<file path="config.mk">
export PLATFORM = sky130hd
export DESIGN_NAME = clk_cfg_lock
export DESIGN_NICKNAME = d
export VERILOG_FILES = /design/src/rtl/clk_lock_pkg.sv /design/src/rtl/clk_lock_fsm.sv /design/src/rtl/clk_lock_regs.sv /design/src/rtl/clk_cfg_lock.sv
export SDC_FILE = /design/constraint.sdc
export NUM_CORES = 1
export LEC_CHECK = 0
export CELL_PAD_IN_SITES_DETAIL_PLACEMENT = 0
export CELL_PAD_IN_SITES_GLOBAL_PLACEMENT = 1
export CORE_UTILIZATION = 41
export CTS_BUF_LIST = sky130_fd_sc_hd__clkbuf_8
export CTS_CLUSTER_SIZE = 12
export DETAILED_ROUTE_END_ITERATION = 8
export GPL_TIMING_DRIVEN = 0
export PLACE_DENSITY = 0.95
export SKIP_CTS_REPAIR_TIMING = 1
export SLEW_MARGIN = 20
export SYNTH_ARGS = -nofsm -noshare
export SYNTH_HDL_FRONTEND = slang
export SYNTH_SLANG_ARGS = --single-unit
export TNS_END_PERCENT = 50
</file>
<file path="constraint.sdc">
create_clock -name clk -period 4.1 [get_ports clk]
set_clock_uncertainty 0.1 [all_clocks]
set_input_delay 0.82 -clock clk [delete_from_list [all_inputs] [get_ports clk]]
set_output_delay 0.82 -clock clk [all_outputs]
set_load 0.01 [all_outputs]
</file>
<file path="src/rtl/clk_lock_pkg.sv">
package clk_lock_pkg;
    typedef enum logic [1:0] {
        ST_FREE       = 2'd0,
        ST_ARMED      = 2'd1,
        ST_LOCK_ARMED = 2'd2,
        ST_LOCKED     = 2'd3
    } lock_state_t;

    localparam int ADR_GUARD = 0;
    localparam int ADR_PMODE = 1;
    localparam int ADR_CLK_BASE = 2;
    localparam int NUM_CLK_REGS = 4;
endpackage

</file>
<file path="src/rtl/clk_lock_fsm.sv">
module clk_lock_fsm
    import clk_lock_pkg::*;
#(
    parameter int DW = 8,
    parameter int AW = 3,
    parameter int STOP_BIT = 0,
    parameter int SEL_BIT = 1
) (
    input  logic          clk,
    input  logic          rst_n,
    input  logic          wr_en,
    input  logic [AW-1:0] wr_addr,
    input  logic [DW-1:0] wr_data,
    input  logic [DW-1:0] clk0_cur,
    output logic [DW-1:0] guard_q,
    output logic [DW-1:0] pmode_q,
    output logic          lock_o,
    output logic          wait_block_o,
    output logic          lock_rej_o
);
    lock_state_t state_q, state_d;
    logic [DW-2:0] pm_hi_q;
    logic          rej_q;
    logic          hit_guard, hit_pmode, clk_ok, req_lock, gate_open, locked;

    assign hit_guard = wr_en && (wr_addr == AW'(ADR_GUARD));
    assign hit_pmode = wr_en && (wr_addr == AW'(ADR_PMODE));
    assign clk_ok    = !clk0_cur[STOP_BIT] && !clk0_cur[SEL_BIT];
    assign req_lock  = hit_pmode && wr_data[0];

    // state register
    always_ff @(posedge clk or negedge rst_n) begin
        if (!rst_n) state_q <= ST_FREE;
        else        state_q <= state_d;
    end

    // transitions
    always_comb begin
        state_d = state_q;
        unique case (state_q)
            ST_FREE:       if (hit_guard && wr_data[0]) state_d = ST_ARMED;
            ST_ARMED: begin
                if (hit_guard && !wr_data[0])   state_d = ST_FREE;
                else if (req_lock && clk_ok)    state_d = ST_LOCK_ARMED;
            end
            ST_LOCK_ARMED: if (hit_guard && !wr_data[0]) state_d = ST_LOCKED;
            ST_LOCKED:     if (hit_guard && wr_data[0])  state_d = ST_LOCK_ARMED;
            default:       state_d = ST_FREE;
        endcase
    end

    // outputs decoded from state
    always_comb begin
        gate_open = 1'b0;
        locked    = 1'b0;
        unique case (state_q)
            ST_FREE:       ;
            ST_ARMED:      gate_open = 1'b1;
            ST_LOCK_ARMED: begin gate_open = 1'b1; locked = 1'b1; end
            ST_LOCKED:     locked = 1'b1;
            default:       ;
        endcase
    end

    always_ff @(posedge clk or negedge rst_n) begin
        if (!rst_n) begin
            pm_hi_q <= '0;
            rej_q   <= 1'b0;
        end else begin
            if (hit_pmode && gate_open) pm_hi_q <= wr_data[DW-1:1];
            rej_q <= (state_q == ST_ARMED) && req_lock && !clk_ok;
        end
    end

    assign guard_q      = {{(DW-1){1'b0}}, gate_open};
    assign pmode_q      = {pm_hi_q, locked};
    assign lock_o       = locked;
    assign wait_block_o = (state_q == ST_LOCKED) || (state_q == ST_LOCK_ARMED);
    assign lock_rej_o   = rej_q;
endmodule

</file>
<file path="src/rtl/clk_lock_regs.sv">
module clk_lock_regs
    import clk_lock_pkg::*;
#(
    parameter int DW = 8,
    parameter int AW = 3,
    parameter int NREG = NUM_CLK_REGS,
    parameter logic [NREG*DW-1:0] RST_VALS = '0,
    parameter logic [NREG*DW-1:0] GUARDS = '0
) (
    input  logic             clk,
    input  logic             rst_n,
    input  logic             wr_en,
    input  logic [AW-1:0]    wr_addr,
    input  logic [DW-1:0]    wr_data,
    input  logic             lock,
    output logic [NREG*DW-1:0] regs_flat,
    output logic             viol_o
);
    logic [NREG-1:0] tried;
    logic            viol_q;

    for (genvar g = 0; g < NREG; g++) begin : g_reg
        localparam logic [DW-1:0] RV = RST_VALS[g*DW +: DW];
        localparam logic [DW-1:0] GM = GUARDS[g*DW +: DW];
        logic [DW-1:0] cur_q, keep;
        logic          sel;

        assign sel  = wr_en && (wr_addr == AW'(ADR_CLK_BASE + g));
        assign keep = lock ? GM : '0;
        assign tried[g] = sel && |((wr_data ^ cur_q) & keep);

        always_ff @(posedge clk or negedge rst_n) begin
            if (!rst_n)   cur_q <= RV;
            else if (sel) cur_q <= (cur_q & keep) | (wr_data & ~keep);
        end
        assign regs_flat[g*DW +: DW] = cur_q;
    end

    always_ff @(posedge clk or negedge rst_n) begin
        if (!rst_n) viol_q <= 1'b0;
        else        viol_q <= |tried;
    end
    assign viol_o = viol_q;
endmodule

</file>
<file path="src/rtl/clk_cfg_lock.sv">
module clk_cfg_lock
    import clk_lock_pkg::*;
#(
    parameter int DW = 8,
    parameter int AW = 3,
    parameter logic [7:0] CLK0_RST = 8'h08,
    parameter logic [7:0] CLK1_RST = 8'h20,
    parameter logic [7:0] CLK2_RST = 8'h00,
    parameter logic [7:0] PLL_RST  = 8'h12,
    parameter logic [7:0] CLK0_GUARD = 8'h07,
    parameter logic [7:0] CLK1_GUARD = 8'h03,
    parameter logic [7:0] CLK2_GUARD = 8'h01,
    parameter logic [7:0] PLL_GUARD  = 8'hFF
) (
    input  logic          clk,
    input  logic          rst_n,
    input  logic          wr_en,
    input  logic [AW-1:0] wr_addr,
    input  logic [DW-1:0] wr_data,
    output logic [DW-1:0] guard_q,
    output logic [DW-1:0] pmode_q,
    output logic [DW-1:0] clk0_q,
    output logic [DW-1:0] clk1_q,
    output logic [DW-1:0] clk2_q,
    output logic [DW-1:0] pll_q,
    output logic          lock_o,
    output logic          wait_block_o,
    output logic          viol_o,
    output logic          lock_rej_o
);
    localparam int NREG = NUM_CLK_REGS;
    localparam logic [NREG*DW-1:0] RST_ALL =
        {DW'(PLL_RST), DW'(CLK2_RST), DW'(CLK1_RST), DW'(CLK0_RST)};
    localparam logic [NREG*DW-1:0] GUARD_ALL =
        {DW'(PLL_GUARD), DW'(CLK2_GUARD), DW'(CLK1_GUARD), DW'(CLK0_GUARD)};

    logic [NREG*DW-1:0] regs_flat;
    logic               lock_w;

    clk_lock_fsm #(.DW(DW), .AW(AW), .STOP_BIT(0), .SEL_BIT(1)) u_fsm (
        .clk(clk), .rst_n(rst_n), .wr_en(wr_en), .wr_addr(wr_addr),
        .wr_data(wr_data), .clk0_cur(regs_flat[DW-1:0]),
        .guard_q(guard_q), .pmode_q(pmode_q), .lock_o(lock_w),
        .wait_block_o(wait_block_o), .lock_rej_o(lock_rej_o)
    );

    clk_lock_regs #(.DW(DW), .AW(AW), .NREG(NREG),
                    .RST_VALS(RST_ALL), .GUARDS(GUARD_ALL)) u_regs (
        .clk(clk), .rst_n(rst_n), .wr_en(wr_en), .wr_addr(wr_addr),
        .wr_data(wr_data), .lock(lock_w), .regs_flat(regs_flat),
        .viol_o(viol_o)
    );

    assign lock_o = lock_w;
    assign clk0_q = regs_flat[0*DW +: DW];
    assign clk1_q = regs_flat[1*DW +: DW];
    assign clk2_q = regs_flat[2*DW +: DW];
    assign pll_q  = regs_flat[3*DW +: DW];
endmodule

</file>
==> run metrics, run 1 <==
Worst R2R Path Depth 6; Rows 25; crit end category output port; GRT Total Usage a little under a fifth; post-synthesis cell area approximately 2100 um2; Worst EP required 3180 ps; Fin Setup TNS 0 ps; largest net degree at the start of global routing 26; global-route wire length before repair ~7000 um; Die X roughly 73 um; reg2reg setup slack ~1800 ps; fmax 0.322 GHz; CTS max path bufs 2; Critical Path AT between 2000 and 2500 ps; Layout Nets roughly 240; Post-DP HPWL roughly 3200 um; Pwr Total around 1.8 mW; crit path kind flip-flop to output port; drt initial violations 64; post-route ant nets 0; asr flop ratio synth 100%; final WL about 4400 um; share of layout cells above drive strength 1 between 30% and 40%; Reg2Reg Launch Point u_fsm.state_q[0]; CP max FO 5; area grow syn2layout 36.8%; Via Count between 1000 and 1500; P_leak 1.23 nW; Synth top cells by count 39 x dfrtp_1, 39 x mux2_2, 12 x xor2_1; Die ar. ~5400 um2; Core ar. between 4000 and 5000 um2; H-tree depth 2; register area share after synthesis 51.9%; cell count after synthesis between 150 and 200; EDFF count, synth 0; vias in the first global route approximately 1400; Residual DRC 0; Area contributors post-synth dfrtp_1 47%, mux2_2 21%, dfstp_2 5.0%; max_cap viols 0; Inst Count DP around 290; worst-skew pair later-pin latency roughly 300 ps; post-synth top area cell dfrtp_1; Worst Tran Pin Value between 500 and 600 ps; Yosys reg bits between 40 and 50; Peak VDD IR 0.000265 V; power density over the cells about 650 nW/um2; Hold Vio Cnt, Final 0; post-synth cell types 36; Root Driver clkbuf_8; worst rel slew slack about two thirds; initial antenna violation count 0; period utilization 75.6%; Hold Path Class primary input to async pin; ant diodes 0; Avg Cell Area, Syn 13.4 um2; Num CTS Buffers 5; clk sinks 43; yosys warns 0; CP Launch Type flip-flop; first-pass detailed-route iteration total 3; Initial Util between 40% and 50%; CTS tree built; Die Ht approximately 73 um; min Tclk post-route just over 3000 ps; Final Max Slew Viols 0; RSZ-0062 raised after global routing false; I/O Pins 66; top cell type's share of synthesized area 46.8%; outcome completed; # port buffers 56; final setup vio count 0; post-DR vias/cell just under 5; GPL Wtd Cong between 0.7 and 0.8; fin cells around 300; Clk pin slew, worst setup/hold paths roughly 80 ps; drt wl/cell around 15 um; gr ovfl total 0; main flop type after synthesis dfrtp_1
-- critical path, stage by stage (launching register included) --
cell and delay (ps):
dfrtp_1 390, inv_1 100, ha_1 240, nor2_1 330, inv_1 190, buf_4 170
clkdlybuf4s50_1 460
-- where the power goes --
part / internal [mW] / switching [mW] / total (mW) / leakage (nW)
clock: 0.117 / 0.147 / 0.264 / 0.0453
combinational: 0.541 / 0.333 / 0.874 / 0.668
sequential: 0.588 / 0.118 / 0.706 / 0.518
total: 1.24 / 0.598 / 1.84 / 1.23
-- through the flow --
stage	utilization [%]	setup slack, ps	instance area (um2)	hold slack (ps)
2_1_floorplan	-	1850	2110	424
3_3_place_gp	57.1	962	2750	387
3_5_place_dp	57.4	1320	2770	393
4_1_cts	59.2	990	2850	371
5_1_grt	59.2	832	2850	388
6_report	59.2	999	2850	363
-- layout make-up --
type | count | area, um2
well taps | 67 | 83.8
multi-input cells | 99 | 908
fillers | 438 | 1970
repair buffers | 57 | 576
plain buffers | 16 | 106
flip-flops and latches | 43 | 1080
inverters | 3 | 11.3
clock buffers | 5 | 68.8
clock inverters | 3 | 16.3
-- cells by family after synthesis --
| group | share of synthesized area (%) |
|---|---|
| simple gates | 6.78 |
| buf+inv | 5.64 |
| flops | 51.9 |
| compound gates | 5.22 |
| xor+xnor | 5.04 |
| mux | 22.3 |
| other cells | 0.180 |
| fa+ha+maj | 3.00 |
-- per-layer routing --
layer | GRT usage [%] | part of all wire (%) | vias up
li1 | - | - | 669
met1 | 24.0 | 44 | 687
met2 | 28.7 | 48 | 42
met3 | 6.45 | 6.5 | 9
met4 | 6.62 | 1.8 | 0
met5 | 0 | 0 | -
-- how the worst max path moves through the flow --
stage | start | to | slack, ps | cells past startpoint
after floorplan | wr_en | u_fsm.state_q[1] | 1850 | 5
after global placement | rst_n | u_regs.g_reg[1].cur_q[3] | 960 | 1
after detailed placement | u_fsm.state_q[0] | pmode_q[0] | 1320 | 6
after CTS | u_fsm.state_q[0] | pmode_q[0] | 990 | 6
after global routing | u_fsm.state_q[0] | wait_block_o | 830 | 6
final | u_fsm.state_q[0] | pmode_q[0] | 1000 | 6
-- layout by cell type, fill, tap and decap left out, types with 3 or more instances in the layout --
cell type,count
buf_4,11
ha_1,5
nor4_1,3
inv_1,4
buf_2,5
nand2_1,4
conb_1,7
dfrtp_1,39
clkdlybuf4s50_1,55
clkbuf_8,5
dfstp_2,4
xor2_1,12
mux2_2,39
Note: power is estimated with default switching activity, not from simulation.
==> inputs of run 2 (changes only) <==
--- a/config.mk
+++ b/config.mk
@@ -7,12 +7,12 @@
 export LEC_CHECK = 0
 export CELL_PAD_IN_SITES_DETAIL_PLACEMENT = 0
 export CELL_PAD_IN_SITES_GLOBAL_PLACEMENT = 1
-export CORE_UTILIZATION = 41
+export CORE_UTILIZATION = 38
 export CTS_BUF_LIST = sky130_fd_sc_hd__clkbuf_8
 export CTS_CLUSTER_SIZE = 12
 export DETAILED_ROUTE_END_ITERATION = 8
 export GPL_TIMING_DRIVEN = 0
-export PLACE_DENSITY = 0.95
+export PLACE_DENSITY = 0.89
 export SKIP_CTS_REPAIR_TIMING = 1
 export SLEW_MARGIN = 20
 export SYNTH_ARGS = -nofsm -noshare
==> constraint.sdc (replaced) <==
create_clock -name clk -period 3.2 [get_ports clk]
set_clock_uncertainty 0.1 [all_clocks]
set_input_delay 0.64 -clock clk [delete_from_list [all_inputs] [get_ports clk]]
set_output_delay 0.64 -clock clk [all_outputs]
set_load 0.01 [all_outputs]
==> run 2 against run 1 <==
Count of clock-buffer cells in the layout unchanged. Total power up 28%. Global-route usage down 2.2 points.
==> run metrics, run 2 (synthesized netlist as in run 1, its figures left out) <==
Worst EP required about 2500 ps; Clock Power Share 14.2%; Post-DP HPWL around 3100 um; Multi-input gate area ~910 um2; Peak VDD IR a little under 0.0004 V; final setup vio count 0; Layout Nets 244; final WL around 4400 um; crit end category output port; clk sinks 43; most frequent cells in the layout 55 x clkdlybuf4s50_1, 39 x mux2_2, 39 x dfrtp_1; CTS tree built; gr ovfl total 0; most common cell after layout, fill and taps aside clkdlybuf4s50_1; Hold Path Class primary input to async pin; reg2reg setup slack ~900 ps; Num CTS Buffers 5; sw frac between 30 and 40%; P_sw around 760 uW; sequential cell area ~1100 um2; Die X 76.1 um; GPL Wtd Cong 0.735; Fin Setup TNS 0 ps; RSZ-0062 raised after global routing false; DP Area around 2800 um2; Final Core Density 54.9%; initial antenna violation count 0; first-pass detailed-route iteration total 4; Die ar. roughly 5800 um2; fin cells around 300; Final Max Slew Viols 0; I/O Pins 66; Pwr Total between 2 and 2.5 mW; global-route wire length before repair 7330 um; post-DR vias/cell approximately 4.8; Worst R2R Path Depth 6; fmax 0.342 GHz; power density over the cells between 800 and 900 nW/um2; Inst Count DP 288; Core ar. between 5000 and 6000 um2; CTS max path bufs 2; WHS around 180 ps; outcome completed; H-tree depth 2; Worst Setup Slack, final 272 ps; min Tclk post-route roughly 2900 ps; Root Driver clkbuf_8; pre-CTS setup slack 574 ps; Initial Util between 40% and 50%; Reg power frac a little under 40%; CP max FO 5; Clk pin slew, worst setup/hold paths 80 ps; Pint around 1.6 mW; Hold Vio Cnt, Final 0; Logic pwr share a little under half; Via Count 1416; period utilization 91.5%; Rows 26; CP Launch Type flip-flop; Residual DRC 0; drt initial violations 65; # port buffers 56; share of layout cells above drive strength 1 32.3%; Critical Path AT about 2200 ps; fillers 484; worst-skew pair later-pin latency around 290 ps; ant diodes 0; vias in the first global route between 1000 and 1500; largest net degree at the start of global routing 27; max_cap viols 0; Reg2Reg Launch Point u_fsm.state_q[0]; drt wl/cell roughly 15 um; GRT Total Usage approximately 16%; area grow syn2layout 37.0%; post-route ant nets 0; P_leak ~1.2 nW; Die Ht ~76 um; post-route cell area between 2000 and 3000 um2; crit path kind flip-flop to output port
-- run 2: cell counts in the layout (fill, tap and decap cells not counted) --
No cell type changed its count.
-- run 2: area by class of cell --
class	count	area share [%]
multi-input combinational	99	31.8
buffer	16	3.72
clock inverter	3	0.570
clock buffer	5	2.41
timing repair buffer	57	20.2
sequential	43	37.9
inverter	3	0.394
tap	70	3.07
-- run 2: layer usage --
| metal | up-vias | global-route usage [%] | part of all wire (%) |
|---|---|---|---|
| li1 | 671 | - | - |
| met4 | 0 | 5.00 | 1.1 |
| met1 | 682 | 19.8 | 43 |
| met5 | - | 0 | 0 |
| met3 | 7 | 5.87 | 8.3 |
| met2 | 56 | 26.8 | 48 |
-- run 2: worst max-delay path: stages, from the launching register on --
cell,delay [ps]
dfrtp_1,390
inv_1,110
ha_1,250
nor2_1,330
inv_1,180
buf_4,170
clkdlybuf4s50_1,460
-- run 2: power by group through the flow --
stage	logic, mW	registers, mW	clock network [mW]
2_1_floorplan	0.479	0.980	0
3_3_place_gp	1.11	0.908	0
3_5_place_dp	1.12	0.919	0
4_1_cts	1.13	0.911	0.348
5_1_grt	1.20	0.934	0.374
6_report	1.11	0.906	0.335
-- run 2: worst max-delay path by stage --
stage | startpoint | to | slack [ps] | cells past startpoint
after detailed placement | u_fsm.state_q[0] | wait_block_o | 570 | 6
after floorplan | wr_en | u_fsm.state_q[1] | 1130 | 5
final | u_fsm.state_q[0] | wait_block_o | 270 | 6
after CTS | u_fsm.state_q[0] | wait_block_o | 240 | 6
after global placement | rst_n | u_regs.g_reg[0].cur_q[4] | 240 | 1
after global routing | u_fsm.state_q[0] | wait_block_o | 30 | 6
